[src/rtl/eal_pkg.sv]
package eal_pkg;

    typedef enum logic {
        SEL_CE = 1'b0,
        SEL_UE = 1'b1
    } eal_sel_e;

    typedef struct packed {
        logic pop;
        logic clr;
    } eal_ctl_t;

    localparam int unsigned POP_CODE = 1;

endpackage

[src/rtl/eal_ce_fifo.sv]
module eal_ce_fifo
    import eal_pkg::*;
#(
    parameter int unsigned ADDR_W = 32,
    parameter int unsigned DEPTH  = 4
) (
    input  logic                       clk,
    input  logic                       rst,
    input  logic                       push,
    input  logic [ADDR_W-1:0]          push_addr,
    input  logic                       pop_req,
    output logic [ADDR_W-1:0]          head,
    output logic                       empty,
    output logic [$clog2(DEPTH+1)-1:0] count
);
    localparam int unsigned PW = $clog2(DEPTH);
    localparam int unsigned CW = $clog2(DEPTH + 1);

    logic [ADDR_W-1:0] mem [DEPTH];
    logic [PW-1:0]     rd_ptr;
    logic [PW-1:0]     wr_ptr;
    logic [CW-1:0]     cnt_q;
    logic              do_pop;
    logic              do_push;

    function automatic logic [PW-1:0] ptr_next(input logic [PW-1:0] p);
        return (p == PW'(DEPTH - 1)) ? '0 : p + PW'(1);
    endfunction

    always_comb begin
        do_pop  = pop_req && (cnt_q != '0);
        do_push = push && ((cnt_q != CW'(DEPTH)) || do_pop);
    end

    always_ff @(posedge clk) begin
        if (rst) begin
            rd_ptr <= '0;
            wr_ptr <= '0;
            cnt_q  <= '0;
        end else begin
            if (do_pop)
                rd_ptr <= ptr_next(rd_ptr);
            if (do_push)
                wr_ptr <= ptr_next(wr_ptr);
            if (do_push && !do_pop)
                cnt_q <= cnt_q + CW'(1);
            else if (do_pop && !do_push)
                cnt_q <= cnt_q - CW'(1);
        end
    end

    always_ff @(posedge clk) begin
        for (int i = 0; i < int'(DEPTH); i++) begin
            if (do_push && (wr_ptr == PW'(i)))
                mem[i] <= push_addr;
        end
    end

    always_comb begin
        empty = (cnt_q == '0);
        head  = empty ? '0 : mem[rd_ptr];
        count = cnt_q;
    end
endmodule

[src/rtl/eal_ue_hold.sv]
module eal_ue_hold
    import eal_pkg::*;
#(
    parameter int unsigned ADDR_W = 32
) (
    input  logic              clk,
    input  logic              rst,
    input  logic              ev,
    input  logic [ADDR_W-1:0] ev_addr,
    input  logic              clr,
    output logic              held,
    output logic [ADDR_W-1:0] addr_q
);
    logic              held_q;
    logic [ADDR_W-1:0] a_q;

    always_ff @(posedge clk) begin
        if (rst) begin
            held_q <= 1'b0;
            a_q    <= '0;
        end else if (ev && (!held_q || clr)) begin
            held_q <= 1'b1;
            a_q    <= ev_addr;
        end else if (clr) begin
            held_q <= 1'b0;
            a_q    <= '0;
        end
    end

    always_comb begin
        held   = held_q;
        addr_q = a_q;
    end
endmodule

[src/rtl/eal_reg_if.sv]
module eal_reg_if
    import eal_pkg::*;
#(
    parameter int unsigned ADDR_W = 32,
    parameter int unsigned DATA_W = 32
) (
    input  logic              reg_wr,
    input  logic              reg_sel,
    input  logic [DATA_W-1:0] reg_wdata,
    input  logic [ADDR_W-1:0] ce_head,
    input  logic [ADDR_W-1:0] ue_addr_q,
    output eal_ctl_t          ctl,
    output logic [DATA_W-1:0] reg_rdata
);
    eal_sel_e sel;

    always_comb begin
        sel       = eal_sel_e'(reg_sel);
        ctl.pop   = reg_wr && (sel == SEL_CE) && (reg_wdata == DATA_W'(POP_CODE));
        ctl.clr   = reg_wr && (sel == SEL_UE);
        reg_rdata = (sel == SEL_CE) ? DATA_W'(ce_head) : DATA_W'(ue_addr_q);
    end
endmodule

[src/rtl/ecc_addr_log.sv]
module ecc_addr_log
    import eal_pkg::*;
#(
    parameter int unsigned ADDR_W = 32,
    parameter int unsigned DATA_W = 32,
    parameter int unsigned DEPTH  = 4
) (
    input  logic              clk,
    input  logic              rst,
    input  logic              ce_valid,
    input  logic [ADDR_W-1:0] ce_addr,
    input  logic              ue_valid,
    input  logic [ADDR_W-1:0] ue_addr,
    input  logic              reg_wr,
    input  logic              reg_sel,
    input  logic [DATA_W-1:0] reg_wdata,
    output logic [DATA_W-1:0] reg_rdata,
    output logic              ce_empty,
    output logic              ue_held
);
    localparam int unsigned CW = $clog2(DEPTH + 1);

    eal_ctl_t          ctl;
    logic [ADDR_W-1:0] ce_head;
    logic [ADDR_W-1:0] ue_q;
    logic [CW-1:0]     ce_count;

    eal_reg_if #(.ADDR_W(ADDR_W), .DATA_W(DATA_W)) u_regs (
        .reg_wr    (reg_wr),
        .reg_sel   (reg_sel),
        .reg_wdata (reg_wdata),
        .ce_head   (ce_head),
        .ue_addr_q (ue_q),
        .ctl       (ctl),
        .reg_rdata (reg_rdata)
    );

    eal_ce_fifo #(.ADDR_W(ADDR_W), .DEPTH(DEPTH)) u_fifo (
        .clk       (clk),
        .rst       (rst),
        .push      (ce_valid),
        .push_addr (ce_addr),
        .pop_req   (ctl.pop),
        .head      (ce_head),
        .empty     (ce_empty),
        .count     (ce_count)
    );

    eal_ue_hold #(.ADDR_W(ADDR_W)) u_ue (
        .clk     (clk),
        .rst     (rst),
        .ev      (ue_valid),
        .ev_addr (ue_addr),
        .clr     (ctl.clr),
        .held    (ue_held),
        .addr_q  (ue_q)
    );
endmodule

[config.mk]
export PLATFORM = sky130hd
export DESIGN_NAME = ecc_addr_log
export DESIGN_NICKNAME = d
export VERILOG_FILES = /design/src/rtl/eal_pkg.sv /design/src/rtl/eal_ce_fifo.sv /design/src/rtl/eal_ue_hold.sv /design/src/rtl/eal_reg_if.sv /design/src/rtl/ecc_addr_log.sv
export SDC_FILE = /design/constraint.sdc
export NUM_CORES = 1
export LEC_CHECK = 0
export ABC_CLOCK_PERIOD_IN_PS = 2900
export BUFFER_PORTS_ARGS = -buffer_cell sky130_fd_sc_hd__buf_4
export CORE_MARGIN = 2
export CORE_UTILIZATION = 30
export DETAILED_ROUTE_END_ITERATION = 10
export PLACE_DENSITY = 0.46
export SETUP_SLACK_MARGIN = 0.4
export SKIP_LAST_GASP = 1
export SLEW_MARGIN = 20
export SYNTH_ARGS = -nofsm -noshare
export SYNTH_HDL_FRONTEND = slang
export SYNTH_SLANG_ARGS = --single-unit
[constraint.sdc]
create_clock -name clk -period 2.9 [get_ports clk]
set_clock_uncertainty 0.1 [all_clocks]
set_input_delay 0.145 -clock clk [delete_from_list [all_inputs] [get_ports clk]]
set_output_delay 0.145 -clock clk [all_outputs]
set_load 0.005 [all_outputs]
== After elaboration in Yosys (flattened, before gate mapping) ==
Memory sizes are Yosys's and may differ from the RTL's. A register that Yosys moved wholly into a read port is not among the register bits.
Index checks and enable logic that the tools add are counted.

* Add/subtract/negate cells: 4
* $mul: 0
* Div/mod/pow operators: 0
* Order comparisons: 0
* Equality and inequality tests: 6
* Shift operators: 0
* Multiplexer cells: 29
* Bitwise gates (word level): 1
* Reductions and logical operators: 25

{| class="wikitable"
|+ Operator list
! operator !! number
|-
| $mux 32 || 7
|-
| $reduce_or 32->1 || 3
|-
| $eq 32x1->1 const B || 1
|-
| $mux 2 || 7
|-
| $mux 1 || 13
|-
| $logic_and 1x1->1 || 12
|-
| $eq 2x2->1 const B || 3
|-
| $mux 3 || 2
|-
| $add 2x1->2 const B || 2
|-
| $reduce_bool 2->1 || 2
|-
| $add 3x1->3 const B || 1
|-
| $logic_not 1->1 || 3
|-
| $logic_not 3->1 || 1
|-
| $ne 3x3->1 const B || 1
|-
| $reduce_bool 3->1 || 1
|-
| $sub 3x1->3 const B || 1
|-
| $eq 2x1->1 const B || 1
|-
| $logic_not 2->1 || 1
|-
| $logic_or 1x1->1 || 2
|-
| $not 1->1 || 1
|}

* Bits in registers: 40
* Bits in latches: 0
* Memory bits (writable): 128
* Bits in read-only memories: 0
* Bits of input ports: 102
* Output and inout port bits: 34
* Logic and storage cells: 71
* Memories: 1

{| class="wikitable"
|+ Memory list
! memory !! depth !! bits a word !! rd ports !! clocked after memory_dff !! wr ports !! line !! source
|-
| u_fifo.mem || 4 || 32 || 1 || 1 || 1 || eal_ce_fifo.sv:19 || <nowiki>logic [ADDR_W-1:0] mem [DEPTH];</nowiki>
|}

== Longest topological paths before layout ==
Gate-level depths: netlist of run 1.

* Depth after elaboration: 13
* Gate-level depth with buffers: 11

== Cells and area by module ==
Synthesis of run 1 repeated with hierarchy kept, for this count alone.

* Cell total of the unflattened synthesis: 445
* Area, all modules: 7,439.6 µm²

{| class="wikitable"
|+ By module, submodules not included
! module !! instances !! cells an instance !! area an instance (µm²)
|-
| eal_ce_fifo || 1 || 248 || 5,296.3
|-
| eal_ue_hold || 1 || 147 || 1,649.1
|-
| eal_reg_if || 1 || 50 || 494.2
|}

== Least setup slack after synthesis of run 1 ==
Ideal clock, no wire load.

* Kind: input to register
* From: in reg_wdata[10]
* To: reg u_fifo.cnt_q[2] (netlist: u_fifo.count[2])
* Arrival: 2.460 ns
* Data required time: 2.729 ns
* Setup slack: 0.269 ns
* Stages: 11
* Path buffers: 1
* Cells stage by stage: or4_4 > nor3_2 > nand4bb_1 > buf_6 > a31oi_4 > ha_1 > inv_1 > fa_1 > xor2_1 > or3_1 > a21oi_1

* Cells in the longest elaborated chain, start to end: 8
* Elaborated cells between the ends (all ways): 11

{| class="wikitable"
|+ RTL lines
! element !! line !! source
|-
| from (decl) || ecc_addr_log.sv:16 || <nowiki>input logic [DATA_W-1:0] reg_wdata,</nowiki>
|-
| $eq 32x1->1 (*) || eal_reg_if.sv:19 || <nowiki>ctl.pop = reg_wr && (sel == SEL_CE) && (reg_wdata == DATA_W'(POP_CODE));</nowiki>
|-
| $logic_and 1x1->1 (*) || eal_reg_if.sv:19 ||
|-
| $logic_and 1x1->1 (*) || eal_ce_fifo.sv:31 || <nowiki>do_pop = pop_req && (cnt_q != '0);</nowiki>
|-
| $logic_or 1x1->1 (*) || eal_ce_fifo.sv:32 || <nowiki>do_push = push && ((cnt_q != CW'(DEPTH)) || do_pop);</nowiki>
|-
| $logic_and 1x1->1 (*) || eal_ce_fifo.sv:32 ||
|-
| via u_fifo.do_push || eal_ce_fifo.sv:24 || <nowiki>logic do_push;</nowiki>
|-
| $logic_not 1->1 || eal_ce_fifo.sv:47 || <nowiki>else if (do_pop && !do_push)</nowiki>
|-
| $logic_and 1x1->1 || eal_ce_fifo.sv:47 ||
|-
| $reduce_bool 2->1 (no line) || -- ||
|-
| to (signal assigned) || eal_ce_fifo.sv:46 || <nowiki>cnt_q <= cnt_q + CW'(1);</nowiki>
|-
| to (signal assigned) || eal_ce_fifo.sv:48 || <nowiki>cnt_q <= cnt_q - CW'(1);</nowiki>
|-
| to (decl) || eal_ce_fifo.sv:22 || <nowiki>logic [CW-1:0] cnt_q;</nowiki>
|}

The timed path passes the listed nets; every way through them passes the cells marked *.
A chain may end at the register's enable or synchronous reset.

== Final worst setup path of run 1 ==
* From: reg u_fifo.cnt_q[0] (netlist: u_fifo.count[0])
* To: reg u_fifo.cnt_q[2] (netlist: u_fifo.count[2])

* Cells in the longest elaborated chain, start to end: 7
* Elaborated cells between the ends (all ways): 14

{| class="wikitable"
|+ RTL lines
! element !! line
|-
| $reduce_bool 3->1 || eal_ce_fifo.sv:31
|-
| $logic_and 1x1->1 || eal_ce_fifo.sv:31
|-
| $logic_or 1x1->1 (*) || eal_ce_fifo.sv:32
|-
| $logic_and 1x1->1 (*) || eal_ce_fifo.sv:32
|-
| via u_fifo.do_push || eal_ce_fifo.sv:24
|-
| $logic_not 1->1 || eal_ce_fifo.sv:47
|-
| $logic_and 1x1->1 || eal_ce_fifo.sv:47
|-
| $reduce_bool 2->1 (no line) || --
|}

The timed path passes the listed nets; every way through them passes the cells marked *. The select of a mux whose other input is x is not followed.

==> results of run 1 <==
-- routing by layer --
layer  part of all wire (%)  up-vias
met5                      0        -
met4                   0.53        0
met3                    5.6        4
met2                     50      122
met1                     44     2121
li1                       -     1940
-- metrics by stage --
step	utilization, %	cells	cell area [um^2]	power [mW]	worst slack, ns
3_3_place_gp	37.0	785	8040	3.69	0.287
5_1_grt	43.1	882	9350	6.42	0.429
6_report	43.1	882	9350	6.16	0.577
2_1_floorplan	-	378	6590	3.27	0.346
3_5_place_dp	37.0	785	8040	3.71	0.173
4_1_cts	43.0	882	9320	6.24	0.438
-- Yosys cell counts --
master	instances	area [um^2]
edfxtp_1	128	3840
dfxtp_1	42	841
nor2_1	40	150
a22o_1	32	280
a22oi_1	32	240
mux4_2	32	721
clkbuf_1	16	60.1
ha_1	6	75.1
nor4_1	5	31.3
and2_1	4	25.0
buf_1	4	15.0
inv_1	4	15.0
mux2i_1	4	40.0
a21oi_1	3	15.0
buf_2	3	15.0
buf_6	2	22.5
nand2b_1	2	12.5
nor3_1	2	10.0
nor3_2	2	20.0
xor2_1	2	17.5
a21boi_1	1	7.51
a31oi_4	1	21.3
fa_1	1	20.0
mux2_4	1	15.0
nand2_1	1	3.75
nand3_1	1	5.00
nand4_1	1	6.26
nand4bb_1	1	11.3
nor2_2	1	6.26
nor4bb_1	1	10.0
o21ai_0	1	5.00
or3_1	1	6.26
or4_4	1	11.3
-- worst reg2reg max path: stages, from the launching register on --
cell and delay, ns:
dfxtp_2 0.40, nor3_4 0.07, nor2_4 0.12, nand4bb_4 0.14, a31oi_4 0.18, ha_2 0.22, inv_1 0.06, fa_2 0.33
xor2_1 0.15, or3_1 0.31, a21oi_1 0.15
-- flip-flops by register name, indices dropped and copies added (netlist names), named ones only --
| signal | count |
|---|---|
| u_ue.addr_q | 32 |
| u_fifo.rd_ptr | 2 |
| u_fifo.count | 3 |
| u_ue.held | 1 |
| u_fifo.wr_ptr | 2 |
| u_fifo.mem | 128 |
-- cells by family (layout without fill, tap and decap cells) --
group                      count (synthesis)  count (layout)  share of synthesized area [%]
xor gates and xnor gates                   2               2                          0.266
adders and majority gates                  7               7                           1.45
muxes                                     37              37                           11.8
and+or+nand+nor                           63              63                           4.70
AOI/OAI and AO/OA                         70              70                           8.65
buffers and inverters                     29             253                           1.94
DFF                                      170             170                           71.2
-- timing repair --
action | CTS | global route
endpoints found under the setup margin | 0 | 1
resized for setup | 0 | 5
hold buffers | 65 | 0
hold endpoints to repair | 161 | 0
-- power breakdown --
group          internal [mW]  switching, mW  total [mW]
Clock                   1.46          0.976        2.44
Sequential              2.81         0.0611        2.87
Combinational          0.453          0.401       0.854
-- layout make-up --
class | count | area, um^2 | share of cell area (%)
Inverter | 4 | 15.0 | 0.161
Multi-Input combinational cell | 179 | 1830 | 19.5
Sequential cell | 170 | 4690 | 50.2
Clock inverter | 15 | 210 | 2.25
Clock buffer | 17 | 425 | 4.55
Tap cell | 280 | 350 | 3.75
Timing Repair Buffer | 217 | 1830 | 19.6
-- worst paths after layout --
kind	from	endpoint	cells after the start	slack, ns
max	u_fifo.count[0]$_SDFFE_PP0P_	u_fifo.count[2]$_SDFFE_PP0P_	10	0.58
min	reg_wr	u_ue.held$_SDFFE_PP0P_	4	0.06
min reg2reg	u_ue.addr_q[20]$_SDFFE_PP0P_	u_ue.addr_q[20]$_SDFFE_PP0P_	2	0.40
max reg2reg	u_fifo.count[0]$_SDFFE_PP0P_	u_fifo.count[2]$_SDFFE_PP0P_	10	0.58
==> flow_metrics.py, run 1 <==
metrics = {
    "layout": {
        "area_delta_synth_final_pct": 42.1,
        "nets": 698,
        "fillers": 1935,
        "drive_above_1_share_pct": 39.0,
        "final_cell_mix": "buf_4 (149), edfxtp_1 (128), dlygate4sd3_1 (65)",
        "diodes": 0,
        "mostFrequentLayoutCell": "buf_4",
    },
    "detailed_routing": {
        "wire_per_inst_um": 18.5,
        "postRouteAntennaNets": 0,
        "drtIter0Drc": 183,
        "post_drt_via_cell_ratio": 4.75,
        "wl_mm": 16.4,
        "via_count": 4187,
        "drt-pass1-iter-count": 4,
        "remaining_drc_errors": 0,
    },
    "timing": {
        "post-route-period-util_pct": 80.1,
        "setup_violations": 0,
        "tns_ns": 0,
        "holdWs_ns": 0.0619,
        "rsz0062_at_grt": "no",
        "finalCriticalPeriod_ns": 2.32,
        "slew-limit-headroom_pct": 65.7,
        "tightest_slew_ns": 0.515,
        "final-max-slew-violation-count": 0,
        "clock.fmax_mhz": 431,
        "finalHoldViolCount": 0,
    },
    "worst_setup_path": {
        "arrival_ns": 2.56,
        "crit_fanout": 4,
        "crit_chain": "nor3_4 -> nor2_4 -> nand4bb_4 -> a31oi_4 -> ha_2 -> inv_1 -> fa_2 -> xor2_1 -> or3_1 -> a21oi_1",
        "start_kind": "flip-flop",
        "crit_slowest_cell": "dfxtp_2",
        "path_buf_inv": 1,
        "worstPathRequired_ns": 3.14,
        "critPathMaxStageDelay_ns": 0.40,
        "end_kind": "flip-flop",
        "critPathKind": "reg -> reg",
        "cp_top_family": "simple AND/OR/NAND/NOR gates",
    },
    "pwr": {
        "p_leak_nw": 3.47,
        "power_density_nw_per_um2": 659,
        "vdd_ir_drop_max_mv": 0.392,
    },
    "global_routing": {
        "overflow": 0,
        "grt.busiest_layer": "met2",
        "met2_usage_pct": 24.1,
        "grt_use_met1_pct": 18.5,
        "grt_usage_pct": 14.4,
        "grt_pass1_wl_mm": 25.4,
        "grt_max_degree": 43,
        "antenna_found_initial": 0,
        "use_met3_pct": 3.37,
        "first_global_vias": 4510,
    },
    "hold_path": {
        "hold_path.class": "in -> reg",
    },
    "die": {
        "ios": 136,
        "fp.dieW_um": 152,
        "die_h_um": 152,
        "die_area_um2": 23100,
        "core_um2": 21700,
        "core.rowCount": 54,
        "start_util_pct": 30.3,
    },
    "synthesis": {
        "synth.avg_cell_area_um2": 17.4,
        "seq_area_frac_synth_pct": 71.2,
        "syn_inst": 378,
        "ys_seq_elements": 170,
        "yosysWarnings": 0,
        "synth_nets": 487,
        "ys_types": 33,
        "syn_area_um2": 6580,
    },
    "flow_run": {
        "maxCapViolations": 0,
    },
    "clock_tree": {
        "cts_root_buffer": "clkbuf_16",
        "cts_tree": "built",
        "cts_buffer_depth": 2,
        "cts_sinks": 170,
        "cts_buffers": 17,
        "clk_pin_slew_worst_paths_ns": 0.07,
        "h-tree-depth": 4,
        "cts_setup_buffers": 0,
        "insertion_delay_ns": 0.41,
    },
    "placement": {
        "io_buffers": 135,
        "globalplace.congestion": 0.774,
        "dpl.hpwl_mm": 10.1,
    },
    "run_status": {
        "status": "completed",
    },
}
No activity file was read; power rests on OpenSTA's default activity.
==> inputs of run 2 (changes only) <==
--- a/config.mk
+++ b/config.mk
@@ -5,7 +5,7 @@
 export SDC_FILE = /design/constraint.sdc
 export NUM_CORES = 1
 export LEC_CHECK = 0
-export ABC_CLOCK_PERIOD_IN_PS = 2900
+export ABC_CLOCK_PERIOD_IN_PS = 2300
 export BUFFER_PORTS_ARGS = -buffer_cell sky130_fd_sc_hd__buf_4
 export CORE_MARGIN = 2
 export CORE_UTILIZATION = 30
==> constraint.sdc (replaced) <==
create_clock -name clk -period 2.3 [get_ports clk]
set_clock_uncertainty 0.1 [all_clocks]
set_input_delay 0.115 -clock clk [delete_from_list [all_inputs] [get_ports clk]]
set_output_delay 0.115 -clock clk [all_outputs]
set_load 0.005 [all_outputs]
==> flow_metrics.py, run 2 (synthesis results as in run 1) <==
metrics = {
    "detailed_routing": {
        "drt-pass1-iter-count": 4,
        "post_drt_via_cell_ratio": 4.72,
        "wire_per_inst_um": 19.2,
        "remaining_drc_errors": 0,
        "via_count": 4356,
        "postRouteAntennaNets": 0,
        "drtIter0Drc": 189,
        "wl_mm": 17.7,
    },
    "die": {
        "fp.dieW_um": 152,
        "core.rowCount": 54,
        "die_area_um2": 23100,
        "die_h_um": 152,
        "core_um2": 21700,
        "ios": 136,
        "start_util_pct": 30.3,
    },
    "layout": {
        "fillers": 1881,
        "drive_above_1_share_pct": 42.7,
        "area_delta_synth_final_pct": 53.6,
        "multi_input_area_um2": 1850,
        "final_cell_mix": "buf_4 (155), edfxtp_1 (128), dlygate4sd3_1 (65)",
        "nets": 739,
        "mostFrequentLayoutCell": "buf_4",
        "top_register": "u_fifo.mem",
        "diodes": 0,
        "largest_reg_flops": 128,
        "seq_area_um2": 4700,
    },
    "worst_setup_path": {
        "end_kind": "flip-flop",
        "critPathKind": "in -> reg",
        "crit_fanout": 2,
        "arrival_ns": 2.40,
        "start_kind": "input pin",
        "worstPathRequired_ns": 2.54,
    },
    "timing": {
        "setup_violations": 0,
        "finalCriticalPeriod_ns": 2.15,
        "holdWs_ns": 0.0711,
        "clock.fmax_mhz": 464,
        "slew-limit-headroom_pct": 62.0,
        "final-max-slew-violation-count": 0,
        "post-route-period-util_pct": 93.7,
        "tns_ns": 0,
        "rsz0062_at_grt": "yes",
        "tightest_slew_ns": 0.570,
        "finalHoldViolCount": 0,
    },
    "global_routing": {
        "grt_usage_pct": 15.8,
        "first_global_vias": 4667,
        "grt_max_degree": 43,
        "grt_pass1_wl_mm": 27.3,
        "overflow": 0,
        "antenna_found_initial": 0,
    },
    "clock_tree": {
        "cts_buffers": 17,
        "clk_pin_slew_worst_paths_ns": 0.07,
        "cts_root_buffer": "clkbuf_16",
        "insertion_delay_ns": 0.42,
        "cts_sinks": 170,
        "cts_tree": "built",
        "h-tree-depth": 4,
        "cts_buffer_depth": 2,
    },
    "pwr": {
        "vdd_ir_drop_max_mv": 0.533,
        "p_leak_nw": 3.79,
        "power_density_nw_per_um2": 775,
    },
    "placement": {
        "dpl.hpwl_mm": 10.2,
        "io_buffers": 135,
        "globalplace.congestion": 0.769,
    },
    "flow_run": {
        "maxCapViolations": 0,
    },
    "hold_path": {
        "hold_path.class": "in -> reg",
    },
    "run_status": {
        "status": "completed",
    },
}
run 2: path summary, 6_finish.rpt:
check | from | end | slack, ns | depth (start not counted)
worst min-delay path | rst | u_ue.addr_q[24]$_SDFFE_PP0P_ | 0.07 | 2
worst max-delay path | reg_wdata[10] | u_fifo.count[2]$_SDFFE_PP0P_ | 0.15 | 11
worst max register to register | u_fifo.count[1]$_SDFFE_PP0P_ | u_fifo.count[2]$_SDFFE_PP0P_ | 0.16 | 10
worst min register to register | u_ue.addr_q[17]$_SDFFE_PP0P_ | u_ue.addr_q[17]$_SDFFE_PP0P_ | 0.40 | 2
run 2: through the flow:
| stage | instance area (um^2) | utilization [%] | setup WS (ns) | cells | power (mW) |
|---|---|---|---|---|---|
| 3_5_place_dp | 8190 | 37.8 | -0.282 | 793 | 4.75 |
| 5_1_grt | 10100 | 46.6 | 0.0248 | 922 | 8.17 |
| 4_1_cts | 10000 | 46.3 | 0.0527 | 919 | 7.92 |
| 6_report | 10100 | 46.6 | 0.145 | 922 | 7.83 |
| 3_3_place_gp | 8190 | 37.8 | -0.226 | 793 | 4.71 |
| 2_1_floorplan | 6600 | - | -0.185 | 378 | 4.12 |
run 2: final cells by class:
cell class	count	area share, %
clock buffers	20	4.32
clock inverters	11	1.49
inverters	4	0.149
multi-input cells	179	18.3
flip-flops and latches	170	46.5
well taps	280	3.47
repair buffers	258	25.9
run 2: power by group:
part / total, mW / switching, mW / internal [mW]
Sequential: 3.61 / 0.0676 / 3.54
Combinational: 1.38 / 0.584 / 0.794
Clock: 2.84 / 1.14 / 1.70
Total: 7.83 / 1.79 / 6.03
run 2: worst max-delay path, cell delays in order:
cell and delay, ns:
buf_4 0.11, or4_4 0.52, nor3_2 0.20, nand4bb_4 0.16
a31oi_4 0.19, ha_4 0.16, inv_2 0.03, fa_2 0.33
xor2_1 0.15, or3_1 0.32, a21oi_2 0.11
run 2: per-layer routing:
metal / GRT usage [%] / vias to the layer above / part of all wire [%]
met1: 20.0 / 2184 / 44
met4: 4.32 / 0 / 1.3
met2: 27.0 / 127 / 50
met5: 0 / - / 0
met3: 4.16 / 12 / 4.7
li1: - / 2033 / -
run 2: timing repair:
| action | in CTS | in global routing |
|---|---|---|
| pin swaps | 30 | 7 |
| hold buffers | 65 | 0 |
| endpoints found under the setup margin | 162 | 162 |
| gates cloned | 12 | 0 |
| gates resized for setup | 27 | 5 |
| endpoints found under the hold margin | 161 | 0 |
| buffers inserted | 18 | 3 |
